--- src/rtl/can_bt_pkg.sv ---
package can_bt_pkg;

    localparam int CFG_W = 16;
    localparam int BRP_W = 6;
    localparam int SJW_W = 2;
    localparam int TS1_W = 4;
    localparam int TS2_W = 3;
    localparam int Q_W   = 5;   // quantum index inside a segment (up to 20)
    localparam int JW_W  = SJW_W + 1;

    localparam logic [Q_W-1:0] MIN_BIT_Q = 5'd4;

    // bit layout: [14:12] phase2-1, [11:8] seg1-1, [7:6] jump-1, [5:0] prescale-1
    typedef struct packed {
        logic [TS2_W-1:0] tseg2;
        logic [TS1_W-1:0] tseg1;
        logic [SJW_W-1:0] sjw_m1;
        logic [BRP_W-1:0] brp_m1;
    } cfg_t;

    typedef enum logic [1:0] {
        SEG_SYNC = 2'd0,
        SEG_TS1  = 2'd1,
        SEG_TS2  = 2'd2
    } seg_e;

    function automatic logic [Q_W-1:0] bit_quanta(cfg_t c);
        return 5'd3 + {1'b0, c.tseg1} + {2'b00, c.tseg2};
    endfunction

    function automatic logic cfg_ok(cfg_t c);
        return (bit_quanta(c) >= MIN_BIT_Q) && (c.tseg2 != '0);
    endfunction

    function automatic logic [JW_W-1:0] jump_width(logic [SJW_W-1:0] f);
        return {1'b0, f} + 3'd1;
    endfunction

    function automatic logic [Q_W-1:0] qmin(logic [Q_W-1:0] a, logic [Q_W-1:0] b);
        return (a < b) ? a : b;
    endfunction

endpackage

--- src/rtl/can_bt_cfg.sv ---
module can_bt_cfg
    import can_bt_pkg::*;
(
    input  logic             clk,
    input  logic             rst,
    input  logic             init,
    input  logic [CFG_W-1:0] cfg_word,
    output cfg_t             cfg_q,
    output logic             invalid
);
    localparam int USED_W = $bits(cfg_t);

    logic [CFG_W-USED_W-1:0] cfg_unused;
    assign cfg_unused = cfg_word[CFG_W-1:USED_W];

    always_ff @(posedge clk) begin
        if (rst) begin
            cfg_q <= '0;
        end else if (init) begin
            cfg_q <= cfg_t'(cfg_word[USED_W-1:0]);
        end
    end

    assign invalid = !cfg_ok(cfg_q);
endmodule

--- src/rtl/can_bt_prescaler.sv ---
module can_bt_prescaler #(
    parameter int CW = 6
) (
    input  logic          clk,
    input  logic          hold,
    input  logic [CW-1:0] div_m1,
    output logic          tick
);
    logic [CW-1:0] cnt;

    always_ff @(posedge clk) begin
        if (hold) begin
            cnt <= '0;
        end else if (cnt == div_m1) begin
            cnt <= '0;
        end else begin
            cnt <= cnt + 1'b1;
        end
    end

    assign tick = !hold && (cnt == div_m1);
endmodule

--- src/rtl/can_bt_edge.sv ---
module can_bt_edge (
    input  logic clk,
    input  logic hold,
    input  logic tick,
    input  logic rx,
    output logic fall
);
    logic rx_at_tick;

    always_ff @(posedge clk) begin
        if (hold) begin
            rx_at_tick <= 1'b1;
        end else if (tick) begin
            rx_at_tick <= rx;
        end
    end

    assign fall = tick && rx_at_tick && !rx;
endmodule

--- src/rtl/can_bt_seg.sv ---
module can_bt_seg
    import can_bt_pkg::*;
(
    input  logic             clk,
    input  logic             hold,
    input  logic             tick,
    input  logic             fall,
    input  logic             bus_idle,
    input  logic [TS1_W-1:0] tseg1,
    input  logic [TS2_W-1:0] tseg2,
    input  logic [SJW_W-1:0] sjw_m1,
    output logic             bit_start,
    output logic             sample_stb
);
    seg_e           seg;
    logic [Q_W-1:0] qcnt;
    logic [Q_W-1:0] ext;      // phase-1 lengthening in quanta
    logic [Q_W-1:0] shr;      // phase-2 shortening in quanta
    logic           resynced;

    logic [Q_W-1:0] len1, len2, jw;
    logic           hard, resync;
    logic [Q_W-1:0] ext_n, shr_n, remain, ts1_last;
    logic           ts1_end, ts2_end, early_restart;

    always_comb begin
        len1 = {1'b0, tseg1} + 5'd1;
        len2 = {2'b00, tseg2} + 5'd1;
        jw   = {2'b00, jump_width(sjw_m1)};

        hard   = tick && fall && bus_idle;
        resync = tick && fall && !bus_idle && !resynced;

        ext_n = ext;
        if (resync && seg == SEG_TS1) begin
            ext_n = qmin(qcnt + 5'd1, jw);
        end
        ts1_last = len1 - 5'd1 + ext_n;
        ts1_end  = (qcnt == ts1_last);

        remain        = len2 - qcnt;
        early_restart = resync && (seg == SEG_TS2) && (remain <= jw);
        shr_n = shr;
        if (resync && seg == SEG_TS2 && !early_restart) begin
            shr_n = jw;
        end
        ts2_end = (qcnt + shr_n) >= (len2 - 5'd1);

        bit_start  = tick && ((seg == SEG_SYNC) || hard || early_restart);
        sample_stb = tick && (seg == SEG_TS1) && ts1_end && !hard;
    end

    always_ff @(posedge clk) begin
        if (hold) begin
            seg      <= SEG_SYNC;
            qcnt     <= '0;
            ext      <= '0;
            shr      <= '0;
            resynced <= 1'b0;
        end else if (tick) begin
            if (hard || early_restart || seg == SEG_SYNC) begin
                seg      <= SEG_TS1;
                qcnt     <= '0;
                ext      <= '0;
                shr      <= '0;
                resynced <= 1'b0;
            end else if (seg == SEG_TS1) begin
                resynced <= resynced | resync;
                ext      <= ext_n;
                if (ts1_end) begin
                    seg  <= SEG_TS2;
                    qcnt <= '0;
                end else begin
                    qcnt <= qcnt + 5'd1;
                end
            end else begin
                resynced <= resynced | resync;
                shr      <= shr_n;
                if (ts2_end) begin
                    seg  <= SEG_SYNC;
                    qcnt <= '0;
                end else begin
                    qcnt <= qcnt + 5'd1;
                end
            end
        end
    end
endmodule

--- src/rtl/can_bit_timer.sv ---
module can_bit_timer
    import can_bt_pkg::*;
(
    input  logic             clk,
    input  logic             rst,
    input  logic             init,
    input  logic [CFG_W-1:0] cfg_word,
    input  logic             rx,
    input  logic             bus_idle,
    output logic             tq_tick,
    output logic             bit_start,
    output logic             sample_stb,
    output logic             sample_bit,
    output logic             cfg_invalid
);
    cfg_t cfg_q;
    logic gen_hold;
    logic fall;

    can_bt_cfg u_cfg (
        .clk      (clk),
        .rst      (rst),
        .init     (init),
        .cfg_word (cfg_word),
        .cfg_q    (cfg_q),
        .invalid  (cfg_invalid)
    );

    assign gen_hold = rst || init || cfg_invalid;

    can_bt_prescaler #(.CW(BRP_W)) u_presc (
        .clk    (clk),
        .hold   (gen_hold),
        .div_m1 (cfg_q.brp_m1),
        .tick   (tq_tick)
    );

    can_bt_edge u_edge (
        .clk  (clk),
        .hold (gen_hold),
        .tick (tq_tick),
        .rx   (rx),
        .fall (fall)
    );

    can_bt_seg u_seg (
        .clk        (clk),
        .hold       (gen_hold),
        .tick       (tq_tick),
        .fall       (fall),
        .bus_idle   (bus_idle),
        .tseg1      (cfg_q.tseg1),
        .tseg2      (cfg_q.tseg2),
        .sjw_m1     (cfg_q.sjw_m1),
        .bit_start  (bit_start),
        .sample_stb (sample_stb)
    );

    always_ff @(posedge clk) begin
        if (rst) begin
            sample_bit <= 1'b1;
        end else if (sample_stb) begin
            sample_bit <= rx;
        end
    end
endmodule

--- config.mk ---
export PLATFORM = sky130hd
export DESIGN_NAME = can_bit_timer
export DESIGN_NICKNAME = d
export VERILOG_FILES = /design/src/rtl/can_bt_pkg.sv /design/src/rtl/can_bt_cfg.sv /design/src/rtl/can_bt_prescaler.sv /design/src/rtl/can_bt_edge.sv /design/src/rtl/can_bt_seg.sv /design/src/rtl/can_bit_timer.sv
export SDC_FILE = /design/constraint.sdc
export NUM_CORES = 1
export LEC_CHECK = 0
export ABC_AREA = 1
export BUFFER_PORTS_ARGS = -buffer_cell sky130_fd_sc_hd__buf_2
export CAP_MARGIN = 20
export CORE_ASPECT_RATIO = 1.25
export CORE_MARGIN = 1
export CORE_UTILIZATION = 62
export DETAILED_ROUTE_END_ITERATION = 6
export HOLD_SLACK_MARGIN = 0.02
export PLACE_DENSITY = 0.83
export REMOVE_ABC_BUFFERS = 1
export SLEW_MARGIN = 20
export SYNTH_ARGS = -nofsm -noshare
export SYNTH_HDL_FRONTEND = slang
export SYNTH_SLANG_ARGS = --single-unit
--- constraint.sdc ---
create_clock -name clk -period 6.7 [get_ports clk]
set_input_delay 0.67 -clock clk [delete_from_list [all_inputs] [get_ports clk]]
set_output_delay 0.67 -clock clk [all_outputs]
set_load 0.01 [all_outputs]
Word level (Yosys, flattened, before mapping)

Index checks and enable logic that the tools add are counted.
Widths: inputs -> output; s select.

$mul: 0
Shift-type cells: 0
Bitwise operators: 1
Add/subtract/negate cells: 12
Order comparisons: 4
Reduce and logical (&&, ||, !) cells: 37
Mux-type cells: 16
Div/mod/pow operators: 0
Equality and inequality tests: 6

Operators with widths:

| cell                | number |
|---|---|
| $mux 5              | 11 |
| $logic_and 1x1->1   | 16 |
| $add 5x5->5         | 2 |
| $sub 5x1->5 const B | 2 |
| $mux 2              | 4 |
| $logic_not 1->1     | 7 |
| $add 6x1->6 const B | 1 |
| $eq 6x6->1          | 1 |
| $logic_or 1x1->1    | 6 |
| $reduce_bool 3->1   | 2 |
| $add 2x4->5 const A | 1 |
| $add 4x1->5 const B | 1 |
| $add 5x1->5 const B | 1 |
| $add 5x3->5         | 1 |
| $eq 5x5->1          | 1 |
| $ge 5x3->1 const B  | 1 |
| $ge 5x5->1          | 1 |
| $le 5x3->1          | 1 |
| $lt 5x3->1          | 1 |
| $sub 5x5->5         | 1 |
| $add 3x1->4 const B | 1 |
| $reduce_and 2->1    | 2 |
| $add 2x1->3 const B | 1 |
| $ne 3x2->1 const B  | 1 |
| other kinds (9)     | 9 |

Memories: 0
RAM bits: 0
Word-level logic and storage cells: 88
Output and inout port bits: 5
ROM bits: 0
Latch bits: 0
Bits in registers: 41

Logic depth before layout (Yosys ltp)

Gate-level depths: netlist of run 1.

Depth in word-level cells: 23
Gate-level depth with buffers: 35
Depth with buffers taken out: 34

By module

A second synthesis of run 1 with hierarchy kept.

Cells, all modules: 450
Area total of the unflattened synthesis: 3,096.7 µm²

By module, submodules not included:

| module           | cells each | times used | area an instance (µm²) | sequential area each (µm²) |
|---|---|---|---|---|
| can_bt_seg       | 284        | 1          | 1,919.3                | 360.3 |
| can_bt_cfg       | 90         | 1          | 715.7                  | 300.3 |
| can_bt_prescaler | 60         | 1          | 359.1                  | 120.1 |
| can_bit_timer    | 8          | 1          | 55.1                   | 20.0 |
| can_bt_edge      | 8          | 1          | 47.5                   | 20.0 |

Worst setup path before layout of run 1

Ideal clock, no wire load.

Path kind: reg-to-reg
Start point: register, netlist name u_cfg.cfg_q[12]
End point: register u_seg.seg[1]
Stages on the path, launching flop included: 28
Data arrival time: 4.456 ns
Period minus slack after synthesis: 4.565 ns
Required time: 6.590 ns
Setup slack: 2.135 ns
Setup time: 0.110 ns
Cell sequence: dfxtp_1 -> inv_1 -> ha_1 -> fa_1 -> xor2_1 -> ha_1 -> a21o_1 -> o21ai_0 -> nand4_1 -> nand3_1 -> nand2_1 -> inv_2 -> ha_1 -> inv_1 -> fa_1 -> o21ai_0 -> xor2_1 -> xnor2_1 -> inv_1 -> ha_1 -> a21oi_1 -> nor2_1 -> nor2_1 -> nand2_1 -> nand2_1 -> nand2_1 -> nand2_1 -> nor2_1

Cells in the longest elaborated chain, start to end: 21
Elaborated cells on any way between the ends: 35
Those cells by class: add/sub: 6; order compare: 3; eq/ne: 2; mux: 3; reduce/logical: 21

RTL lines:

| element                        | line                   | text |
|---|---|---|
| $add 5x3->5                    | can_bt_pkg.sv:28       | `return 5'd3 + {1'b0, c.tseg1} + {2'b00, c.tseg2};` |
| $ge 5x3->1                     | can_bt_pkg.sv:32       | `return (bit_quanta(c) >= MIN_BIT_Q) && (c.tseg2 != '0);` |
| $logic_and 1x1->1              | can_bt_pkg.sv:32       |  |
| $logic_not 1->1                | can_bt_cfg.sv:24       | `assign invalid = !cfg_ok(cfg_q);` |
| $logic_or 1x1->1               | can_bit_timer.sv:29    | `assign gen_hold = rst \|\| init \|\| cfg_invalid;` |
| $logic_not 1->1                | can_bt_prescaler.sv:21 | `assign tick = !hold && (cnt == div_m1);` |
| $logic_and 1x1->1              | can_bt_prescaler.sv:21 |  |
| $logic_and 1x1->1 (2 in a row) | can_bt_edge.sv:18      | `assign fall = tick && rx_at_tick && !rx;` |
| (+4 left out)                  | -                      |  |
| $logic_and 1x1->1              | can_bt_seg.sv:42       | `early_restart = resync && (seg == SEG_TS2) && (remain <= jw);` |
| $logic_not 1->1                | can_bt_seg.sv:44       | `if (resync && seg == SEG_TS2 && !early_restart) begin` |
| $logic_and 1x1->1              | can_bt_seg.sv:44       |  |
| $mux 5                         | can_bt_seg.sv:44       |  |
| $add 5x5->5                    | can_bt_seg.sv:47       | `ts2_end = (qcnt + shr_n) >= (len2 - 5'd1);` |
| $ge 5x5->1                     | can_bt_seg.sv:47       |  |
| $reduce_bool 3->1 (no line)    | -                      |  |
| $reduce_and 3->1 (no line)     | -                      |  |
| end signal, assigned           | can_bt_seg.sv:55       | `seg <= SEG_SYNC;` |
| end signal, assigned           | can_bt_seg.sv:62       | `seg <= SEG_TS1;` |
| end signal, assigned           | can_bt_seg.sv:71       | `seg <= SEG_TS2;` |
| end, declared                  | can_bt_seg.sv:15       | `seg_e seg;` |

Several ways; a longest one is shown, not always the timed one.
A chain may end at the register's enable or synchronous reset.

Worst setup path after layout of run 1

Start point: register, netlist name u_cfg.cfg_q[12]
End point: output port sample_stb

Cells in the longest elaborated chain, start to end: 18
Elaborated cells on any way between the ends: 22
Those cells by class: add/sub: 2; order compare: 1; eq/ne: 1; mux: 1; reduce/logical: 17

RTL lines:

| element                        | line                               | text |
|---|---|---|
| $add 5x3->5                    | can_bt_pkg.sv:28                   |  |
| $ge 5x3->1                     | can_bt_pkg.sv:32                   |  |
| $logic_and 1x1->1 *            | can_bt_pkg.sv:32                   |  |
| $logic_not 1->1 *              | can_bt_cfg.sv:24                   |  |
| $logic_or 1x1->1 *             | can_bit_timer.sv:29                |  |
| $logic_not 1->1 *              | can_bt_prescaler.sv:21             |  |
| $logic_and 1x1->1 *            | can_bt_prescaler.sv:21             |  |
| $logic_and 1x1->1 (2 in a row) | can_bt_edge.sv:18                  |  |
| $logic_and 1x1->1              | can_bt_seg.sv:31, can_bt_seg.sv:32 |  |
| $logic_and 1x1->1 (2 in a row) | can_bt_seg.sv:32                   | `resync = tick && fall && !bus_idle && !resynced;` |
| $logic_and 1x1->1              | can_bt_seg.sv:35                   | `if (resync && seg == SEG_TS1) begin` |
| $mux 5                         | can_bt_seg.sv:35                   |  |
| $add 5x5->5                    | can_bt_seg.sv:38                   | `ts1_last = len1 - 5'd1 + ext_n;` |
| $eq 5x5->1                     | can_bt_seg.sv:39                   | `ts1_end = (qcnt == ts1_last);` |
| $logic_and 1x1->1              | can_bt_seg.sv:50                   | `sample_stb = tick && (seg == SEG_TS1) && ts1_end && !hard;` |
| $logic_and 1x1->1 *            | can_bt_seg.sv:50                   |  |
| end, declared                  | can_bit_timer.sv:12                | `output logic sample_stb,` |

Every way passes the cells marked *; elsewhere a longest branch is shown, timed or not.

==> results of run 1 <==
-- cells by family after synthesis --
logic type,synth area share
adders and majority gates,0.1703
xor gates and xnor gates,0.05748
and+or+nand+nor,0.2373
AOI/OAI and AO/OA,0.1374
buffers and inverters,0.1141
DFF,0.2835
-- worst max-delay path by stage --
stage / startpoint / to / slack (ps) / cells after the start
6_report: u_cfg.cfg_q[12] / sample_stb / 590 / 25
5_1_grt: u_cfg.cfg_q[12] / sample_stb / 210 / 25
4_1_cts: u_cfg.cfg_q[12] / sample_stb / 690 / 25
3_5_place_dp: u_cfg.cfg_q[12] / sample_stb / 1120 / 25
3_3_place_gp: u_cfg.cfg_q[12] / sample_stb / 1250 / 25
2_1_floorplan: u_cfg.cfg_q[12] / u_seg.seg[1] / 1770 / 33
-- critical path, delay by kind of cell (launching register included) --
kind,cells,cell delay (ps)
AND/OR/NAND/NOR,11,1750
adder cells (fa/ha/maj),5,1490
buffers and inverters,7,890
flip-flops,1,430
AO/OA/AOI/OAI,1,370
XOR/XNOR,1,190
-- power by group through the flow --
stage | combinational [µW] | clock (µW) | sequential, µW
CTS | 107 | 238 | 258
global placement | 101 | 0 | 264
detailed placement | 106 | 0 | 264
finish | 107 | 238 | 258
floorplan | 77.5 | 0 | 262
global route | 123 | 250 | 260
-- cells in the mapped netlist (2+ instances only) --
cell,n
a21oi_1,29
nor2_1,35
nand3_1,33
inv_2,7
fa_1,4
nor2_2,2
xor2_1,14
o21ai_0,31
nand4_1,2
nand2_2,2
o21a_1,3
xnor2_1,5
nor3_1,7
nand3_2,2
dfxtp_1,41
ha_1,33
o22ai_1,5
clkbuf_1,5
nand2_1,64
inv_1,72
-- routing by layer --
layer	global-route usage	up-vias	part of all wire
li1	-	1365	-
met1	0.3001	1187	0.40
met2	0.5140	56	0.53
met3	0.05233	15	0.043
met4	0.1279	0	0.023
met5	0	-	0
-- registers in the layout, summed over array words and instances (netlist names) --
name,flops
u_cfg.cfg_q,15
u_seg.seg,2
u_seg.resynced,1
sample_bit,1
u_presc.cnt,6
u_edge.rx_at_tick,1
u_seg.shr,5
u_seg.qcnt,5
u_seg.ext,5
-- through the flow --
stage	util	power, µW	hold WS (ps)	cells	setup WS [ps]
floorplan	-	339.3	422.2	403	1768
global placement	0.6874	364.5	434.3	486	1245
detailed placement	0.6874	369.9	446.8	486	1123
CTS	0.7175	603.1	458.8	494	693.3
global route	0.7175	633.0	482.8	494	208.7
finish	0.7175	603.4	451.7	494	590.6
-- layout make-up --
type / count / area [µm²]
Sequential cell: 41 / 820.8
Inverter: 80 / 300.3
Tap cell: 58 / 72.57
Timing Repair Buffer: 25 / 127.6
Clock inverter: 3 / 65.06
Fill cell: 414 / 1260
Multi-Input combinational cell: 282 / 1744
Clock buffer: 5 / 68.82
==> summary.md, run 1 <==
| Metric | Value |
|---|---|
| # Max-Cap Violations | 0 |
| Gp weighted congestion | between 0.8 and 0.9 |
| Vias in the first global route | 2,515 |
| Overall routed net length | 6.279 mm |
| Nets | roughly 490 |
| Critical-path maximum fanout | 7 |
| Register bit total from synthesis | 41 |
| Yosys synthesis warning count | 0 |
| Worst hold path class | reg2reg |
| Max transition margin | 0.5910 |
| Die Wd | approximately 63 µm |
| R2R Path End | u_seg.seg[1] |
| Antenna violations before repair | 0 |
| Comb pwr share | 0.178 |
| Number of diodes | 0 |
| Vias | 2,623 |
| Status | finished, final reports clean |
| Ports | 26 |
| Clock buffer depth | 2 |
| Fmax | around 160 MHz |
| Synthesized area per cell | 7.079 µm² |
| Layout cells sized above 1 | 0.1124 |
| Sw Ratio | 0.2706 |
| Clock transition at path regs | 80 ps |
| R2r worst-path depth | 33 |
| Synth Flop Type | dfxtp_1 |
| Power Internal | 440.1 µW |
| Peak VDD IR | about 0.00018 V |
| Crit-path slowest cell | fa_1 |
| Hold Path Depth | 2 |
| Die H | 78.40 µm |
| Drc violations | 0 |
| IO buf count | 24 |
| Reg2reg start | u_cfg.cfg_q[12] |
| WHS Endpoint | u_seg.shr[3] |
| # rows | 27 |
| Clock latency on the worst-skew pair | 300 ps |
| Hold Buf Count CTS | 0 |
| Fin crit share | 0.9119 |
| CTS root buf | clkbuf_8 |
| FFs w/ async S/R, synth | 0 |
| Post-route design area | about 0.0032 mm² |
| H-tree Lvls | 2 |
| Gr usage total | 0.2779 |
| Worst path max stage delay | 520 ps |
| Syn Inst Count | a little over 400 |
| Post_cts resized | 0 |
| Synth top area share | 0.2835 |
| Critical path type | reg2out |
| RSZ-0062 raised after global routing | no |
| Seq/Total Area, Yosys | 0.2835 |
| Arr. time, crit path | 5440 ps |
| Most common cell on crit path | inv_1 |
| Leak | 0.001520 µW |
| Critical Path Source Type | register |
| Setup TNS | 0 ps |
| Setup Fix Bufs, Post-CTS | 0 |
| TritonCTS clock tree | done |
| Area Growth Syn to Fin | 10.50% |
| Least-Margin Pin Slew | ~610 ps |
| Routed Antenna Nets | 0 |
| DR pass1 iterations | 4 |
| Final-report hold violation count | 0 |
| Sw power | between 150 and 200 µW |
| Commonest non-fill, non-tap cell in the layout | inv_1 |
| Global route overflow | 0 |
| Post-DP HPWL | 4.838 mm |
| Worst Skew | about 10 ps |
| Die ar. | between 0.004 and 0.005 mm² |
| Routed WL per cell | between 10 and 15 µm |
| Unique masters post-synth | 33 |
| Post-synth EDFFs | 0 |
| Starting Density | 0.6493 |
| Worst R2R Setup Slack | about 1100 ps |
| CTS Sinks | 41 |
| Largest net degree at the start of global routing | 28 |
| Commonest non-fill, non-tap cells in the layout | inv_1, nand2_1, dfxtp_1, nor2_1 |
| Placed instance area | between 0.003 and 0.004 mm² |
| Hold Startpoint | u_seg.shr[3] |
| Mapped cell area | 0.002895 mm² |
| Setup violators final | 0 |
| Largest area contributor in the netlist | dfxtp_1 |
| Iteration-0 DRC Markers | 95 |
| Synth top area cells | dfxtp_1, ha_1, inv_1 |
| Drt via density | 5.310 |
| Num CTS Buffers | 5 |
| Max-slew violations | 0 |
| Sequential share of power | 0.428 |
| Power Density | 188.6 mW/mm² |
| CORE AREA | 0.004459 mm² |
| Crit. End Element | output port |
| Crit path time final | ~6100 ps |
| Global-route wire length before repair | 10.80 mm |
| Clock Power Share | 0.394 |
| WP data required | 6030 ps |
Note: power is estimated with default switching activity, not from simulation.
==> run 2, diff against run 1 <==
--- a/config.mk
+++ b/config.mk
@@ -11,6 +11,7 @@
 export CORE_ASPECT_RATIO = 1.25
 export CORE_MARGIN = 1
 export CORE_UTILIZATION = 62
+export CTS_CLUSTER_SIZE = 24
 export DETAILED_ROUTE_END_ITERATION = 6
 export HOLD_SLACK_MARGIN = 0.02
 export PLACE_DENSITY = 0.83
==> constraint.sdc (replaced) <==
create_clock -name clk -period 7.7 [get_ports clk]
set_input_delay 0.77 -clock clk [delete_from_list [all_inputs] [get_ports clk]]
set_output_delay 0.77 -clock clk [all_outputs]
set_load 0.01 [all_outputs]
==> summary.md, run 2 (synthesized netlist as in run 1, its figures left out) <==
| Metric | Value |
|---|---|
| Status | finished, final reports clean (unchanged) |
| Starting Density | 0.6493 (unchanged) |
| Worst path max stage delay | 500 ps (was 520 ps) |
| Final Non-Filler Cells | 493 (was 494) |
| Critical path type | reg2out (unchanged) |
| Placed instance area | 0.003058 mm² (was 0.003065 mm²) |
| DP Cell Count | 485 (was 486) |
| Arr. time, crit path | 5380 ps (was 5440 ps) |
| Fin crit share | 0.7982 |
| Filler instances | 382 (was 414) |
| Die ar. | 0.004949 mm² (unchanged) |
| TritonCTS clock tree | done (unchanged) |
| Commonest non-fill, non-tap cells in the layout | inv_1, nand2_1, dfxtp_1, nor2_1 (unchanged) |
| Worst hold path class | reg2reg (unchanged) |
| Largest net degree at the start of global routing | 28 (unchanged) |
| Gp weighted congestion | 0.8475 (was 0.8580) |
| Routed WL per cell | 12.37 µm (was 12.71 µm) |
| Critical Path Source Type | register (unchanged) |
| CTS root buf | clkbuf_8 (unchanged) |
| Power Density | 166.0 mW/mm² (was 188.6 mW/mm²) |
| Setup TNS | 0 ps (unchanged) |
| Max-slew violations | 0 (unchanged) |
| Layout cells sized above 1 | 0.1103 (was 0.1124) |
| Commonest non-fill, non-tap cell in the layout | inv_1 (unchanged) |
| Vias in the first global route | 2,469 (was 2,515) |
| Pwr Total | 530.4 µW (was 603.4 µW) |
| # rows | 27 (unchanged) |
| Worst-path cell chain | inv_1 > ha_1 > inv_1 > ha_1 > inv_1 > fa_1 > nand2_1 > nor2_1 > nand3_1 > nand3_1 > inv_1 > nand3_1 > nor2_1 > nand3_1 > o21ai_0 > ha_1 > inv_1 > fa_1 > xor2_1 > nand3b_1 > nor4_1 > nand3_2 > nor2_1 > buf_2 |
| Die Wd | 63.12 µm (unchanged) |
| Least-Margin Pin Slew | 643.1 ps (was 609.7 ps) |
| Number of diodes | 0 (unchanged) |
| Biggest regs | u_cfg.cfg_q: 15 flops, u_presc.cnt: 6 flops (unchanged) |
| Hold Buf Count CTS | 0 (unchanged) |
| IO buf count | 24 (unchanged) |
| CTS Sinks | 41 (unchanged) |
| Peak VDD IR | 0.0001641 V (was 0.0001783 V) |
| Global route overflow | 0 (unchanged) |
| Post-Route Utilization | 0.7166 (was 0.7175) |
| Overall routed net length | 6.097 mm (was 6.279 mm) |
| Clock latency on the worst-skew pair | 300 ps (about the same) |
| Biggest register | u_cfg.cfg_q (unchanged) |
| Antenna violations before repair | 0 (unchanged) |
| Area Growth Syn to Fin | 10.37% (was 10.50%) |
| Max transition margin | 0.5686 (was 0.5910) |
| Post_cts resized | 0 (unchanged) |
| WP data required | 6930 ps (was 6030 ps) |
| Die H | 78.40 µm (unchanged) |
| Setup violators final | 0 (unchanged) |
| Nets | 492 (was 493) |
| CORE AREA | 0.004459 mm² (unchanged) |
| Num CTS Buffers | 5 (unchanged) |
| # Max-Cap Violations | 0 (unchanged) |
| Post-DP HPWL | 4.580 mm (was 4.838 mm) |
| Clock transition at path regs | 90 ps (was 80 ps) |
| Leak | 0.001517 µW (was 0.001520 µW) |
| Setup Fix Bufs, Post-CTS | 0 (unchanged) |
| Drt via density | 5.306 (was 5.310) |
| Global-route wire length before repair | 10.31 mm (was 10.80 mm) |
| Gr usage total | 0.2654 (was 0.2779) |
| Fmax | 162.7 MHz |
| Crit-path slowest cell | fa_1 (unchanged) |
| Drc violations | 0 (unchanged) |
| DR pass1 iterations | 4 (unchanged) |
| Worst Skew | 9.014 ps (was 9.967 ps) |
| Max reg flops | 15 (unchanged) |
| Routed Antenna Nets | 0 (unchanged) |
| Crit. End Element | output port (unchanged) |
| Final-report hold violation count | 0 (unchanged) |
| Clock buffer depth | 2 (unchanged) |
| Critical-path maximum fanout | 13 (was 7) |
| Post-route design area | 0.003196 mm² (was 0.003199 mm²) |
| Vias | 2,616 (was 2,623) |
| RSZ-0062 raised after global routing | no (unchanged) |
| H-tree Lvls | 2 (unchanged) |
| Most common cell on crit path | inv_1 (unchanged) |
| Ports | 26 (unchanged) |
| Worst R2R Setup Slack | 1900 ps (was 1080 ps) |
| Iteration-0 DRC Markers | 97 (was 95) |
| Crit path time final | between 6000 and 7000 ps |
[run 2: per-layer routing]
metal | vias up | global-route usage | routed length (µm)
met2 | 54 | 0.4849 | 3098
met1 | 1182 | 0.2917 | 2593
li1 | 1359 | - | -
met3 | 21 | 0.05087 | 205
met5 | - | 0 | 0
met4 | 0 | 0.1209 | 200
[run 2: worst paths after layout]
| kind | startpoint | endpoint | cells past startpoint |
|---|---|---|---|
| worst min register to register | u_seg.shr[3] | u_seg.shr[3] | 2 |
| worst max register to register | u_cfg.cfg_q[12] | u_seg.qcnt[4] | 30 |
| worst max-delay path | u_cfg.cfg_q[12] | sample_stb | 24 |
| worst min-delay path | u_seg.shr[3] | u_seg.shr[3] | 2 |
[run 2: report_power, final]
| group | leakage [µW] | switching [µW] | internal (µW) | total (µW) |
|---|---|---|---|---|
| Clock | 0.0000687 | 82.5 | 131 | 213 |
| Sequential | 0.000334 | 6.16 | 219 | 225 |
| Combinational | 0.00111 | 57.5 | 35.0 | 92.6 |
| Total | 0.00152 | 146 | 384 | 530 |
[run 2: critical path: cells and delay by family, from the launching register on]
kind	cells	cell delay, ps
AOI/OAI and AO/OA	1	370
xor gates and xnor gates	1	160
adders and majority gates	5	1520
buffers and inverters	6	780
DFF	1	430
and+or+nand+nor	11	1820
[run 2: final cells by class]
class	instances	area [µm²]	share of cell area
repair buffers	24	120.1	0.03759
inverters	80	300.3	0.09397
well taps	58	72.57	0.02271
multi-input cells	282	1744	0.5458
clock inverters	3	68.82	0.02153
flip-flops and latches	41	820.8	0.2569
clock buffers	5	68.82	0.02153
[run 2: metrics by stage]
| stage | hold WS (ps) | setup slack, ps |
|---|---|---|
| 6_report | 455.7 | 1554 |
| 5_1_grt | 486.5 | 994.4 |
| 4_1_cts | 456.4 | 1542 |
| 3_5_place_dp | 445.8 | 2006 |
| 3_3_place_gp | 436.1 | 2040 |
| 2_1_floorplan | 422.2 | 2768 |
